[src/rtl/eth_txstat_pkg.sv]
package eth_txstat_pkg;
  localparam int STAT_W = 16;

  // flag order (MSB first) fixes the status word bit positions 5..0
  typedef struct packed {
    logic txen;
    logic link_ok;
    logic cnt_roll;
    logic late_col;
    logic lost_car;
    logic exc_def;
  } txs_flags_t;

  localparam int FLAG_W = $bits(txs_flags_t);

  function automatic logic [STAT_W-1:0] txs_pack(input txs_flags_t f);
    return {{(STAT_W-FLAG_W){1'b0}}, f};
  endfunction
endpackage

[src/rtl/txs_defer_mon.sv]
module txs_defer_mon #(
  parameter int CNT_W = 12,
  parameter int LIMIT = 3036
) (
  input  logic             clk,
  input  logic             rst,
  input  logic             restart,
  input  logic             defer_active,
  input  logic             byte_tick,
  output logic             over,
  output logic [CNT_W-1:0] count
);
  localparam logic [CNT_W-1:0] CNT_MAX = '1;
  localparam logic [CNT_W-1:0] LIM_V   = CNT_W'(LIMIT);

  always_ff @(posedge clk) begin
    if (rst || restart) begin
      count <= '0;
    end else if (defer_active && byte_tick && count != CNT_MAX) begin
      count <= count + 1'b1;
    end
  end

  assign over = (count > LIM_V);
endmodule

[src/rtl/txs_coll_mon.sv]
module txs_coll_mon #(
  parameter int LATE_AFTER = 64,
  parameter int JAM_BYTES  = 4
) (
  input  logic clk,
  input  logic rst,
  input  logic frame_start,
  input  logic byte_tick,
  input  logic collision,
  input  logic arm,
  output logic late_evt,
  output logic jam_req
);
  localparam int CNT_W = $clog2(LATE_AFTER + 2);
  localparam int JAM_W = $clog2(JAM_BYTES + 1);
  localparam logic [CNT_W-1:0] CNT_MAX = '1;
  localparam logic [CNT_W-1:0] LATE_V  = CNT_W'(LATE_AFTER);
  localparam logic [JAM_W-1:0] JAM_V   = JAM_W'(JAM_BYTES);

  logic [CNT_W-1:0] bcnt;
  logic [JAM_W-1:0] jcnt;

  always_ff @(posedge clk) begin
    if (rst || frame_start) begin
      bcnt <= '0;
    end else if (byte_tick && bcnt != CNT_MAX) begin
      bcnt <= bcnt + 1'b1;
    end
  end

  assign late_evt = arm && collision && (bcnt > LATE_V);

  always_ff @(posedge clk) begin
    if (rst) begin
      jam_req <= 1'b0;
      jcnt    <= '0;
    end else if (late_evt) begin
      jam_req <= 1'b1;
      jcnt    <= JAM_V;
    end else if (jam_req && byte_tick) begin
      if (jcnt == JAM_W'(1)) jam_req <= 1'b0;
      jcnt <= jcnt - 1'b1;
    end
  end
endmodule

[src/rtl/txs_link_mon.sv]
module txs_link_mon (
  input  logic clk,
  input  logic rst,
  input  logic link_in,
  input  logic evt_en,
  output logic link_q,
  output logic irq
);
  always_ff @(posedge clk) begin
    if (rst) begin
      link_q <= 1'b0;
      irq    <= 1'b0;
    end else begin
      link_q <= link_in;
      irq    <= evt_en && (link_q != link_in);
    end
  end
endmodule

[src/rtl/eth_txstat_tracker.sv]
module eth_txstat_tracker
  import eth_txstat_pkg::*;
#(
  parameter int DEFER_W    = 12,
  parameter int DEFER_MAX  = 3036,
  parameter int LATE_AFTER = 64,
  parameter int JAM_BYTES  = 4
) (
  input  logic              clk,
  input  logic              rst,
  input  logic              byte_tick,
  input  logic              frame_start,
  input  logic              frame_end,
  input  logic              defer_active,
  input  logic              preamble_end,
  input  logic              carrier_sense,
  input  logic              carrier_mon_en,
  input  logic              collision,
  input  logic              link_in,
  input  logic              link_evt_en,
  input  logic              cnt_rollover,
  input  logic              ecr_read,
  input  logic              txen_set,
  input  logic              txen_clr,
  output logic [STAT_W-1:0] status_word,
  output logic              tx_enable,
  output logic              jam_req,
  output logic              link_irq,
  output logic              done_pulse,
  output logic [STAT_W-1:0] done_status
);
  logic               frame_active;
  logic               exc_def, lost_car, late_col, cnt_roll, link_q;
  logic               defer_over, late_evt, lost_evt;
  logic [DEFER_W-1:0] defer_cnt;
  txs_flags_t         flags;

  txs_defer_mon #(.CNT_W(DEFER_W), .LIMIT(DEFER_MAX)) u_defer (
    .clk(clk), .rst(rst), .restart(frame_start), .defer_active(defer_active),
    .byte_tick(byte_tick), .over(defer_over), .count(defer_cnt)
  );

  txs_coll_mon #(.LATE_AFTER(LATE_AFTER), .JAM_BYTES(JAM_BYTES)) u_coll (
    .clk(clk), .rst(rst), .frame_start(frame_start), .byte_tick(byte_tick),
    .collision(collision), .arm(frame_active && tx_enable),
    .late_evt(late_evt), .jam_req(jam_req)
  );

  txs_link_mon u_link (
    .clk(clk), .rst(rst), .link_in(link_in), .evt_en(link_evt_en),
    .link_q(link_q), .irq(link_irq)
  );

  assign lost_evt = preamble_end && carrier_mon_en && !carrier_sense &&
                    frame_active && tx_enable;

  always_comb begin
    flags.txen     = tx_enable;
    flags.link_ok  = link_q;
    flags.cnt_roll = cnt_roll;
    flags.late_col = late_col;
    flags.lost_car = lost_car;
    flags.exc_def  = exc_def;
  end

  assign status_word = txs_pack(flags);

  // transmit enable and the flags it clears; error events win over software set
  always_ff @(posedge clk) begin
    if (rst) begin
      tx_enable <= 1'b0;
      lost_car  <= 1'b0;
      late_col  <= 1'b0;
    end else begin
      if (txen_clr) tx_enable <= 1'b0;
      if (txen_set) begin
        tx_enable <= 1'b1;
        lost_car  <= 1'b0;
        late_col  <= 1'b0;
      end
      if (lost_evt) begin
        lost_car  <= 1'b1;
        tx_enable <= 1'b0;
      end
      if (late_evt) begin
        late_col  <= 1'b1;
        tx_enable <= 1'b0;
      end
    end
  end

  // rollover: a new event beats a simultaneous read
  always_ff @(posedge clk) begin
    if (rst) begin
      cnt_roll <= 1'b0;
    end else begin
      if (ecr_read)     cnt_roll <= 1'b0;
      if (cnt_rollover) cnt_roll <= 1'b1;
    end
  end

  // frame tracking, deferral flag and completion snapshot
  always_ff @(posedge clk) begin
    if (rst) begin
      frame_active <= 1'b0;
      exc_def      <= 1'b0;
      done_pulse   <= 1'b0;
      done_status  <= '0;
    end else begin
      done_pulse <= 1'b0;
      if (frame_active && defer_over) exc_def <= 1'b1;
      if (frame_end && frame_active) begin
        frame_active <= 1'b0;
        exc_def      <= 1'b0;
        done_pulse   <= 1'b1;
        done_status  <= status_word;
      end else if (frame_start && tx_enable) begin
        frame_active <= 1'b1;
      end
    end
  end
endmodule

[config.mk]
export PLATFORM = sky130hd
export DESIGN_NAME = eth_txstat_tracker
export DESIGN_NICKNAME = d
export VERILOG_FILES = /design/src/rtl/eth_txstat_pkg.sv /design/src/rtl/txs_defer_mon.sv /design/src/rtl/txs_coll_mon.sv /design/src/rtl/txs_link_mon.sv /design/src/rtl/eth_txstat_tracker.sv
export SDC_FILE = /design/constraint.sdc
export NUM_CORES = 1
export LEC_CHECK = 0
export BUFFER_PORTS_ARGS = -buffer_cell sky130_fd_sc_hd__buf_2
export CORE_MARGIN = 1.5
export CORE_UTILIZATION = 49
export CTS_BUF_LIST = sky130_fd_sc_hd__clkbuf_4
export DETAILED_ROUTE_END_ITERATION = 16
export GPL_ROUTABILITY_DRIVEN = 0
export HOLD_SLACK_MARGIN = 0.08
export PLACE_DENSITY = 0.78
export SLEW_MARGIN = 20
export SYNTH_ARGS = -nofsm -noshare
export SYNTH_HDL_FRONTEND = slang
export SYNTH_HIERARCHICAL = 1
export SYNTH_SLANG_ARGS = --single-unit
[constraint.sdc]
create_clock -name clk -period 3.24 [get_ports clk]
set_input_delay 0.486 -clock clk [delete_from_list [all_inputs] [get_ports clk]]
set_output_delay 0.486 -clock clk [all_outputs]
set_load 0.02 [all_outputs]
# Yosys cells after proc, flatten, opt, wreduce, memory -nomap -nowiden

Index checks and enable logic that the tools add are counted.

Divide/modulo/power cells: 0
Reduce and logical (&&, ||, !) cells: 27
Shifts and indexed selects: 0
$add $sub $neg: 3
Multipliers: 0
$lt $le $gt $ge: 2
Bitwise logic cells: 0
Eq/ne operators: 4
Multiplexer cells: 13

Operator list:

| kind                                             | count |
|---|---|
| logical AND 1 bit                                | 15 |
| adder 12 x 1 -> 12 bit, second input constant    | 1 |
| > comparator 12 bit, second input constant       | 1 |
| != test 12 bit, second input constant            | 1 |
| nonzero test 2 bit                               | 6 |
| two-way mux 1 bit                                | 11 |
| adder 7 x 1 -> 7 bit, second input constant      | 1 |
| > comparator 7 bit, second input constant        | 1 |
| != test 7 bit, second input constant             | 1 |
| two-way mux 3 bit                                | 2 |
| OR reduction 2 bit                               | 2 |
| == test 3 x 1 -> 1 bit, second input constant    | 1 |
| OR reduction 3 bit                               | 1 |
| subtractor 3 x 1 -> 3 bit, second input constant | 1 |
| AND reduction 2 bit                              | 1 |
| logical NOT 1 bit                                | 1 |
| logical OR 1 bit                                 | 1 |
| != test 1 bit                                    | 1 |

Memories kept: 0
Logic and storage cells: 64
RAM bits: 0
Bits in read-only memories: 0
Latch bits: 0
Register bits: 38

# Longest topological paths before layout

Gate-level depths: netlist (run 1).

Depth in word-level cells: 5
Gate-level depth with buffers: 8
Depth with buffers taken out: 8

# Modules after synthesis

Netlist (run 1), hierarchy kept.

By module, submodules not included:

| module             | area each (sq um) | instances | cells an instance |
|---|---|---|---|
| eth_txstat_tracker | 747.0             | 1         | 83 |
| txs_defer_mon      | 669.4             | 1         | 75 |
| txs_coll_mon       | 560.5             | 1         | 64 |
| txs_link_mon       | 67.6              | 1         | 5 |

# Worst setup path after synthesis (run 1)

Ideal clock, no wire load.

Path kind: input -> register
From: in frame_start
To: reg u_defer.count[9]
Path slack: 1.700 ns
Data arrival time: 1.481 ns
Stages on the path: 4
Library setup time: 0.059 ns
Path through: or2_2 clkbuf_1 or4_1 nand2_1

Word-level cells in the longest chain between the ends: 1

Ends and longest elaborated chain:

| item                 | RTL line                 | source |
|---|---|---|
| from (decl)          | eth_txstat_tracker.sv:12 | `input logic frame_start,` |
| logical OR 1 bit     | txs_defer_mon.sv:17      | `if (rst \|\| restart) begin` |
| to (signal assigned) | txs_defer_mon.sv:20      | `count <= count + 1'b1;` |
| to (decl)            | txs_defer_mon.sv:11      | `output logic [CNT_W-1:0] count` |

No other way between the ends.
A chain may end at the register's enable or synchronous reset.

# Final worst setup path (run 1)

From: reg frame_active
To: reg tx_enable

Word-level cells in the longest chain between the ends: 4

Ends and longest elaborated chain:

| item                           | RTL line                  | source |
|---|---|---|
| from (decl)                    | eth_txstat_tracker.sv:32  | `logic frame_active;` |
| from (signal assigned)         | eth_txstat_tracker.sv:105 | `frame_active <= 1'b0;` |
| from (signal assigned)         | eth_txstat_tracker.sv:113 | `frame_active <= 1'b0;` |
| from (signal assigned)         | eth_txstat_tracker.sv:118 | `frame_active <= 1'b1;` |
| logical AND 1 bit              | eth_txstat_tracker.sv:45  | `.collision(collision), .arm(frame_active && tx_enable),` |
| logical AND 1 bit (2 in a row) | txs_coll_mon.sv:31        | `assign late_evt = arm && collision && (bcnt > LATE_V);` |
| named net late_evt             | eth_txstat_tracker.sv:34  | `logic defer_over, late_evt, lost_evt;` |
| OR reduction 3 bit (no line)   | -                         |  |
| to (signal assigned)           | eth_txstat_tracker.sv:71  | `tx_enable <= 1'b0;` |
| to (signal assigned)           | eth_txstat_tracker.sv:75  | `if (txen_clr) tx_enable <= 1'b0;` |
| to (signal assigned)           | eth_txstat_tracker.sv:77  | `tx_enable <= 1'b1;` |
| to (decl)                      | eth_txstat_tracker.sv:26  | `output logic tx_enable,` |

The timed path passes the listed nets, and every way through them passes these cells.

==> results of run 1 <==
==> sequential cells by signal, summed over array words and instances, names as in the netlist, 3 cells and up <==
register / cells
u_coll/bcnt: 7
done_status: 6
u_coll/jcnt: 3
u_defer/count: 12
==> per-stage QoR <==
stage,setup WS (ns),util (%)
6_report,1.58,54.8
5_1_grt,1.43,54.8
4_1_cts,1.58,54.8
3_5_place_dp,1.44,52.3
3_3_place_gp,1.45,52.3
2_1_floorplan,1.70,-
==> kinds of logic (layout without fill, tap and decap cells) <==
logic type                 after synthesis  in the layout  synth area share (%)
DFF                                     38             38                  37.2
other                                    1             20                 0.183
xor gates and xnor gates                 5              5                  2.14
muxes                                    4              4                  1.96
AOI/OAI and AO/OA                       51             51                  18.3
buffers and inverters                   44             52                  14.2
and+or+nand+nor                         78             78                  22.3
adders and majority gates                6              6                  3.67
==> area by class of cell <==
cell class                      count  area, sq um
Timing Repair Buffer               31          155
Tap cell                           50         62.6
Inverter                           13         48.8
Clock buffer                        5         37.5
Clock inverter                      3         63.8
Fill cell                         380         1810
Multi-Input combinational cell    164         1060
Sequential cell                    38          761
==> layout by cell type (no fill, tap or decap), types with 2 or more instances in the layout <==
cell type   n
xor2_1      2
nand2_1    16
a31oi_1     5
ha_1        6
nand2b_1    4
nor2_1      9
conb_1     20
nand4_1     3
a21bo_1     2
mux2i_1     4
and3_2      3
xnor2_1     3
a21oi_1    18
or3_1       2
o31ai_1     3
or4_1       3
nor2b_1     2
clkbuf_4    5
nand3b_1    2
a21bo_2     4
dfxtp_1    38
nand3_1    14
bufinv_16   2
and2_1      2
o21ai_0     6
and3_1      2
nor3_1      5
buf_2      31
inv_1      12
==> where the power goes <==
| part | internal [mW] | total, mW | leakage [nW] | switching (mW) |
|---|---|---|---|---|
| sequential | 0.473 | 0.479 | 0.307 | 0.00670 |
| combinational | 0.0202 | 0.0717 | 0.576 | 0.0515 |
| clock | 0.238 | 0.392 | 0.0528 | 0.155 |
==> per-layer routing <==
metal,vias up,share of wire [%]
met4,0,0.41
met2,39,50
li1,819,-
met5,-,0
met3,2,5.7
met1,762,44
==> how the worst min path moves through the flow <==
stage                        to  slack [ns]  cells past startpoint
6_report               cnt_roll        0.37                      3
2_1_floorplan  u_defer/count[4]        0.45                      1
3_3_place_gp   u_defer/count[4]        0.46                      1
5_1_grt                cnt_roll        0.35                      3
3_5_place_dp   u_defer/count[4]        0.48                      1
4_1_cts                cnt_roll        0.35                      3
==> tightest hold or removal path, delay by kind of cell <==
kind / cells / cell delay [ns]
AOI/OAI and AO/OA: 1 / 0.05
buffers and inverters: 2 / 0.13
==> flow_metrics.tcl, run 1 <==
set metrics [dict create \
    use_met1_pct 18.8 \
    synth_cell_types 56 \
    worstPathCellList "nand2_1, inv_1, nand3_1, a21o_1, inv_1, nor2_1, o221a_2" \
    initial_core_util_pct 51.1 \
    yosysSeqAreaShare_pct 37.2 \
    crit_path_frequent_cell "inv_1" \
    synth_edf_count 0 \
    syn_inst 227 \
    status "finished, final reports clean" \
    io_buffers 31 \
    synth-seq-cells 38 \
    routed_wl_microns 3700 \
    synth_top_area_share_pct 37.2 \
    max_stage_delay_ns 0.72 \
    routedWlPerCell_microns 12.2 \
    slowest_stage "dfxtp_1" \
    drtAntennaViolNets 0 \
    antenna_found_initial 0 \
    nets 275 \
    setup_viol 0 \
    slew_headroom_pct 59.9 \
    crit_buf_inv 2 \
    core.rowCount 23 \
    core_sq_um 4000 \
    grt-ovfl-total 0 \
    r2r_end "tx_enable" \
    post-route-period-util_pct 51.2 \
    dp_hpwl_microns 2680 \
    tns_ns 0 \
    grt_pass1_wl_microns 5780 \
    tightest_slew_ns 0.601 \
    cellPowerDensity_nw_per_um2 430 \
    worstPathRequired_ns 3.48 \
    fin_cells 304 \
    io_pins 52 \
    clock_path_buffers 2 \
    cp-end-kind "flop" \
    grtUsageMet2_pct 29.4 \
    first_pass_iters 4 \
    crit_fanout 18 \
    viasPerCell 5.34 \
    post_dp_cell_area_sq_um 2090 \
    slew_violations 0 \
    finClkSkew_ns 0.00977 \
    met3_usage_pct 5.33 \
    antenna_cells 0 \
    design_area_sq_um 2190 \
    clock.fmax_mhz 603 \
    critical_path_class "flop to flop" \
    p_leak_nw 0.936 \
    grt_max_degree 26 \
    clock-sinks 38 \
    grt-busiest-layer "met2" \
    fp.dieW_microns 67.6 \
    synth.avg_cell_area_sq_um 9.01 \
    grt_pass1_vias 1320 \
    postCtsHoldBufs 0 \
    dp.cells 296 \
    path_depth 7 \
    clock_latency_ns 0.34 \
    yosysTopAreaCell "dfxtp_1" \
    hp-start "cnt_rollover" \
    r2r-start "frame_active" \
    route.vias.total 1622 \
    die_area_sq_um 4570 \
    initialDrtViolationCount 75 \
    h-tree-depth 2 \
    hold_class "input pin to flop" \
    drive_gt1_share_pct 22.8 \
    route.detailed.drc 0 \
    yosysMostFrequentCell "dfxtp_1" \
    netlist_area_sq_um 2040 \
    synthArstFlopShare_pct 0 \
    reg2reg_depth 7 \
    timing.max_cap.violations 0 \
    cpLargestDelayFamily "flip-flops" \
    grt.total_usage_pct 16.8 \
    arrival_ns 1.90 \
    cts_root_buf "clkbuf_4" \
    cts_buffers 5 \
    worst_hold_slack_ns 0.370 \
    endpoint "tx_enable" \
    ys.warnings.count 6 \
    finalHoldViolations 0 \
    p_total_mw 0.943 \
    fin_crit_ns 1.66 \
    post_cts_resized 0 \
    cts_tree "built" \
    worstSetupStartpointType "flop" \
    clk_pin_slew_ns 0.11 \
    rsz0062_at_grt "false" \
    reg2reg_setup_slack_ns 1.58 \
    synthTopCellsByCount "38 x dfxtp_1, 26 x buf_4, 18 x a21oi_1" \
    ys.flop_type "dfxtp_1" \
    max-vdd-ir-drop_uv 213 \
    synthToLayoutAreaGrowth_pct 7.28 \
    die_y_microns 67.6 \
    crit_start "frame_active" \
    synth.area.top_cells "dfxtp_1 37%, buf_4 9.5%, a21oi_1 4.4%, ha_1 3.7%, nand3_1 3.4%" \
    postCtsSetupBuffers 0 \
]
Power figures use the tool's default switching activity.
==> inputs of run 2 (changes only) <==
==> constraint.sdc (replaced) <==
create_clock -name clk -period 1.7 [get_ports clk]
set_input_delay 0.255 -clock clk [delete_from_list [all_inputs] [get_ports clk]]
set_output_delay 0.255 -clock clk [all_outputs]
set_load 0.02 [all_outputs]
==> run 2 against run 1 <==
Effect of this change:
- critical path depth fell by 2
- cell count rose by 0.99%
- maximum frequency rose by 11%
- sequential share of layout area barely moved
==> flow_metrics.tcl, run 2 (same netlist as run 1, synthesis figures left out) <==
set metrics [dict create \
    worst_hold_slack_ns 0.131 \
    worstSetupStartpointType "flop" \
    route.vias.total 1618 \
    post_dp_cell_area_sq_um 2110 \
    pwr-share-clk_pct 36.0 \
    initial_core_util_pct 51.1 \
    cellPowerDensity_nw_per_um2 753 \
    final_common_cell "dfxtp_1" \
    cts_root_buf "clkbuf_4" \
    nets 278 \
    fin_util_pct 54.8 \
    drive_gt1_share_pct 24.1 \
    worstPathRequired_ns 1.92 \
    cp-end-kind "flop" \
    hold_class "input pin to flop" \
    core_sq_um 4000 \
    first_pass_iters 4 \
    max_stage_delay_ns 0.38 \
    die_area_sq_um 4570 \
    rsz0062_at_grt "false" \
    switching_share_pct 24.4 \
    grt.total_usage_pct 17.9 \
    p_sw_mw 0.404 \
    grt_pass1_vias 1442 \
    clk_pin_slew_ns 0.12 \
    final_cell_mix "38 x dfxtp_1, 31 x buf_2, 20 x conb_1" \
    fin_crit_ns 1.50 \
    grt_pass1_wl_microns 6250 \
    io_pins 52 \
    max-vdd-ir-drop_uv 415 \
    timing.max_cap.violations 0 \
    fp.dieW_microns 67.6 \
    post-route-period-util_pct 88.2 \
    routedWlPerCell_microns 12.5 \
    postCtsHoldBufs 0 \
    postCtsSetupBuffers 0 \
    die_y_microns 67.6 \
    antenna_found_initial 0 \
    clock-sinks 38 \
    critical_path_class "flop to flop" \
    antenna_cells 0 \
    slew_violations 0 \
    routed_wl_microns 3820 \
    setup_viol 0 \
    grt-ovfl-total 0 \
    io_buffers 31 \
    drtAntennaViolNets 0 \
    largest-register "u_defer/count" \
    clock.fmax_mhz 667 \
    initialDrtViolationCount 124 \
    tns_ns 0 \
    core.rowCount 23 \
    arrival_ns 1.72 \
    design_area_sq_um 2190 \
    grt_max_degree 25 \
    p_comb_share_pct 9.0 \
    clock_path_buffers 2 \
    worstPathCellList "ha_1, nand4_1, o31ai_1, xor2_1, nor2_1" \
    h-tree-depth 2 \
    biggestRegsByFlops "u_defer/count: 12 flops, u_coll/bcnt: 7 flops, done_status: 6 flops" \
    crit_fanout 4 \
    p_leak_nw 0.944 \
    cts_buffers 5 \
    slowest_stage "dfxtp_1" \
    p_total_mw 1.65 \
    p_seq_share_pct 55.0 \
    dp_hpwl_microns 2770 \
    finClkSkew_ns 0.0131 \
    finalHoldViolations 0 \
    status "finished, final reports clean" \
    route.detailed.drc 0 \
    clock_latency_ns 0.34 \
    post_cts_resized 0 \
    largest_reg_flops 12 \
    cts_tree "built" \
    viasPerCell 5.27 \
    synthToLayoutAreaGrowth_pct 7.22 \
    p_int_mw 1.25 \
]
==> run 2: changes by cell type in the layout (fill, tap and decap cells not counted) <==
cell       previous run  this run
buf_4                 0         3
clkinv_2              0         2
bufinv_16             2         1
clkinv_1              1         0
==> run 2: final cells by class <==
cell class                      instances  area (sq um)
Sequential cell                        38           761
Clock inverter                          3          40.0
Clock buffer                            5          37.5
Multi-Input combinational cell        164          1060
Timing Repair Buffer                   34           178
Tap cell                               50          62.6
Inverter                               13          48.8
Fill cell                             379          1810
==> run 2: power groups by stage <==
stage                     clock [mW]  sequential [mW]  combinational [mW]
after floorplan                    0            0.933               0.139
after global placement             0            0.929               0.145
after detailed placement           0            0.929               0.148
after CTS                      0.625            0.909               0.148
after global routing           0.657            0.911               0.164
final                          0.595            0.909               0.148
==> run 2: path summary, 6_finish.rpt <==
| path | startpoint | depth (start not counted) | slack (ns) | end |
|---|---|---|---|---|
| min reg2reg | cnt_roll | 2 | 0.49 | done_status[3] |
| min | cnt_rollover | 3 | 0.13 | cnt_roll |
| max | u_defer/count[1] | 5 | 0.20 | u_defer/count[2] |
| max reg2reg | u_defer/count[1] | 5 | 0.20 | u_defer/count[2] |
==> run 2: metal layers <==
metal | up-vias | GRT usage, % | share of wire (%)
met2 | 40 | 29.5 | 47
li1 | 816 | - | -
met3 | 10 | 5.00 | 4.9
met5 | - | 0 | 0
met1 | 752 | 21.4 | 46
met4 | 0 | 8.42 | 2.3
==> run 2: metrics by stage <==
step	setup slack (ns)	instances
after floorplan	0.331	246
after global placement	0.292	299
after detailed placement	0.250	299
after CTS	0.222	307
after global routing	0.0736	307
final	0.201	307
==> run 2: worst max-delay path: cells and delay by family, from the launching register on <==
family,cells,cell delay (ns)
AO/OA/AOI/OAI,1,0.34
XOR/XNOR,1,0.21
adder cells (fa/ha/maj),1,0.21
flip-flops,1,0.38
AND/OR/NAND/NOR,2,0.26
==> inputs of run 3 (changes only) <==
--- a/config.mk
+++ b/config.mk
@@ -16,5 +16,4 @@
 export SLEW_MARGIN = 20
 export SYNTH_ARGS = -nofsm -noshare
 export SYNTH_HDL_FRONTEND = slang
-export SYNTH_HIERARCHICAL = 1
 export SYNTH_SLANG_ARGS = --single-unit
==> run 3 against run 2 <==
Effect of this change:
- non-clock buffer count rose by 3
- register-to-register slack barely moved
- cell count up 0.65%
==> flow_metrics.tcl, run 3 <==
set metrics [dict create \
    grt-ovfl-total 0 \
    dp_hpwl_microns 2680 \
    tns_ns 0 \
    route.detailed.drc 0 \
    clock_path_buffers 2 \
    antenna_cells 0 \
    clock_latency_ns 0.35 \
    h-tree-depth 2 \
    synthToLayoutAreaGrowth_pct 9.97 \
    crit_fanout 5 \
    max_stage_delay_ns 0.43 \
    hp-start "cnt_rollover" \
    yosysTopAreaCell "dfxtp_1" \
    postCtsHoldBufs 0 \
    routed_wl_microns 3650 \
    die_y_microns 66.2 \
    cellPowerDensity_nw_per_um2 849 \
    synth-seq-cells 38 \
    clock.fmax_mhz 661 \
    io_pins 52 \
    cts_buffers 5 \
    synth_edf_count 0 \
    worstPathRequired_ns 1.99 \
    place_ws_ns 0.214 \
    ys.warnings.count 0 \
    core_sq_um 3740 \
    rsz0062_at_grt "false" \
    critical_path_class "flop to flop" \
    crit_start "u_defer.count[0]" \
    post_dp_cell_area_sq_um 2050 \
    syn_inst 231 \
    drive_gt1_share_pct 21.5 \
    grt_pass1_vias 1376 \
    hold_class "input pin to flop" \
    antenna_found_initial 0 \
    r2r-start "u_defer.count[0]" \
    cts_root_buf "clkbuf_4" \
    grt_max_degree 19 \
    p_total_mw 1.83 \
    reg2reg_setup_slack_ns 0.19 \
    timing.max_cap.violations 0 \
    design_area_sq_um 2150 \
    clock-sinks 38 \
    netlist_area_sq_um 1960 \
    post-route-period-util_pct 89.0 \
    synth_top_area_share_pct 38.8 \
    die_area_sq_um 4380 \
    core.rowCount 22 \
    synth.area.top_cells "dfxtp_1 39%, buf_4 11%, a21oi_1 5.4%, nand3_1 4.1%, ha_1 3.8%" \
    io_buffers 31 \
    cts_tree "built" \
    routedWlPerCell_microns 11.8 \
    synth_cell_types 46 \
    slew_violations 0 \
    postCtsSetupBuffers 0 \
    p_leak_nw 0.895 \
    dp.cells 301 \
    worstPathCellList "ha_1, inv_1, o311ai_2, or4_1, a21oi_1" \
    cpLargestDelayFamily "simple AND/OR/NAND/NOR gates" \
    slowest_stage "or4_1" \
    n_fill_cell 356 \
    nets 282 \
    first_pass_iters 4 \
    route.vias.total 1591 \
    yosysSeqAreaShare_pct 38.8 \
    synthTopCellsByCount "38 x dfxtp_1, 28 x buf_4, 21 x a21oi_1" \
    viasPerCell 5.15 \
    setup_viol 0 \
    arrival_ns 1.80 \
    status "finished, final reports clean" \
    final_common_cell "dfxtp_1" \
    ys.flop_type "dfxtp_1" \
    initial_core_util_pct 52.3 \
    synth.avg_cell_area_sq_um 8.48 \
    initialDrtViolationCount 75 \
    worstSetupStartpointType "flop" \
    fin_crit_ns 1.51 \
    fin_util_pct 57.5 \
    final_cell_mix "38 x dfxtp_1, 31 x buf_2, 21 x a21oi_1" \
    biggestRegsByFlops "u_defer.count: 12 flops, u_coll.bcnt: 7 flops, done_status: 6 flops" \
    fp.dieW_microns 66.2 \
    worst_hold_slack_ns 0.107 \
    fin_ws_ns 0.187 \
    synthArstFlopShare_pct 0 \
    largest_reg_flops 12 \
    max-vdd-ir-drop_uv 381 \
    grt.total_usage_pct 17.8 \
    grt_pass1_wl_microns 6090 \
    largest-register "u_defer.count" \
    crit_buf_inv 1 \
    drtAntennaViolNets 0 \
    post_cts_resized 0 \
    cp-end-kind "flop" \
    yosysMostFrequentCell "dfxtp_1" \
    finalHoldViolations 0 \
    finClkSkew_ns 0.0115 \
    fin_cells 309 \
    clk_pin_slew_ns 0.12 \
]
-- run 3: final cells by class --
class / instances / area [sq um] / share of cell area, %
well taps: 48 / 60.1 / 2.79
multi-input cells: 166 / 981 / 45.6
flip-flops and latches: 38 / 761 / 35.3
clock inverters: 3 / 68.8 / 3.20
inverters: 12 / 45.0 / 2.09
clock buffers: 5 / 37.5 / 1.74
repair buffers: 37 / 200 / 9.30
-- run 3: cell families after synthesis --
kind of cell / after synthesis / share of synthesized area, %
and+or+nand+nor: 84 / 22.6
adders and majority gates: 6 / 3.83
other: 1 / 0.192
xor gates and xnor gates: 7 / 3.13
DFF: 38 / 38.8
AOI/OAI and AO/OA: 48 / 16.2
buffers and inverters: 46 / 14.7
muxes: 1 / 0.575
-- run 3: path summary, 6_finish.rpt --
check	depth (start not counted)	endpoint
setup / recovery	5	u_defer.count[11]
hold / removal	3	cnt_roll
setup reg to reg	5	u_defer.count[11]
hold reg to reg	2	done_status[0]
-- run 3: worst register-to-register path: stages, from the launching register on --
cell and delay (ns):
dfxtp_1 0.34, ha_1 0.22, inv_1 0.15, o311ai_2 0.18, or4_1 0.43, a21oi_1 0.15
-- run 3: power breakdown --
group / internal, mW / switching (mW) / leakage, nW / total [mW]
Clock: 0.460 / 0.312 / 0.0554 / 0.772
Combinational: 0.0443 / 0.101 / 0.532 / 0.145
Sequential: 0.901 / 0.0105 / 0.307 / 0.911
Total: 1.41 / 0.424 / 0.895 / 1.83
-- run 3: per-layer routing --
| layer | wire (microns) | track usage [%] |
|---|---|---|
| met1 | 1750 | 24.1 |
| met2 | 1670 | 27.4 |
| met3 | 198 | 4.26 |
| met4 | 36 | 6.38 |
| met5 | 0 | 0 |
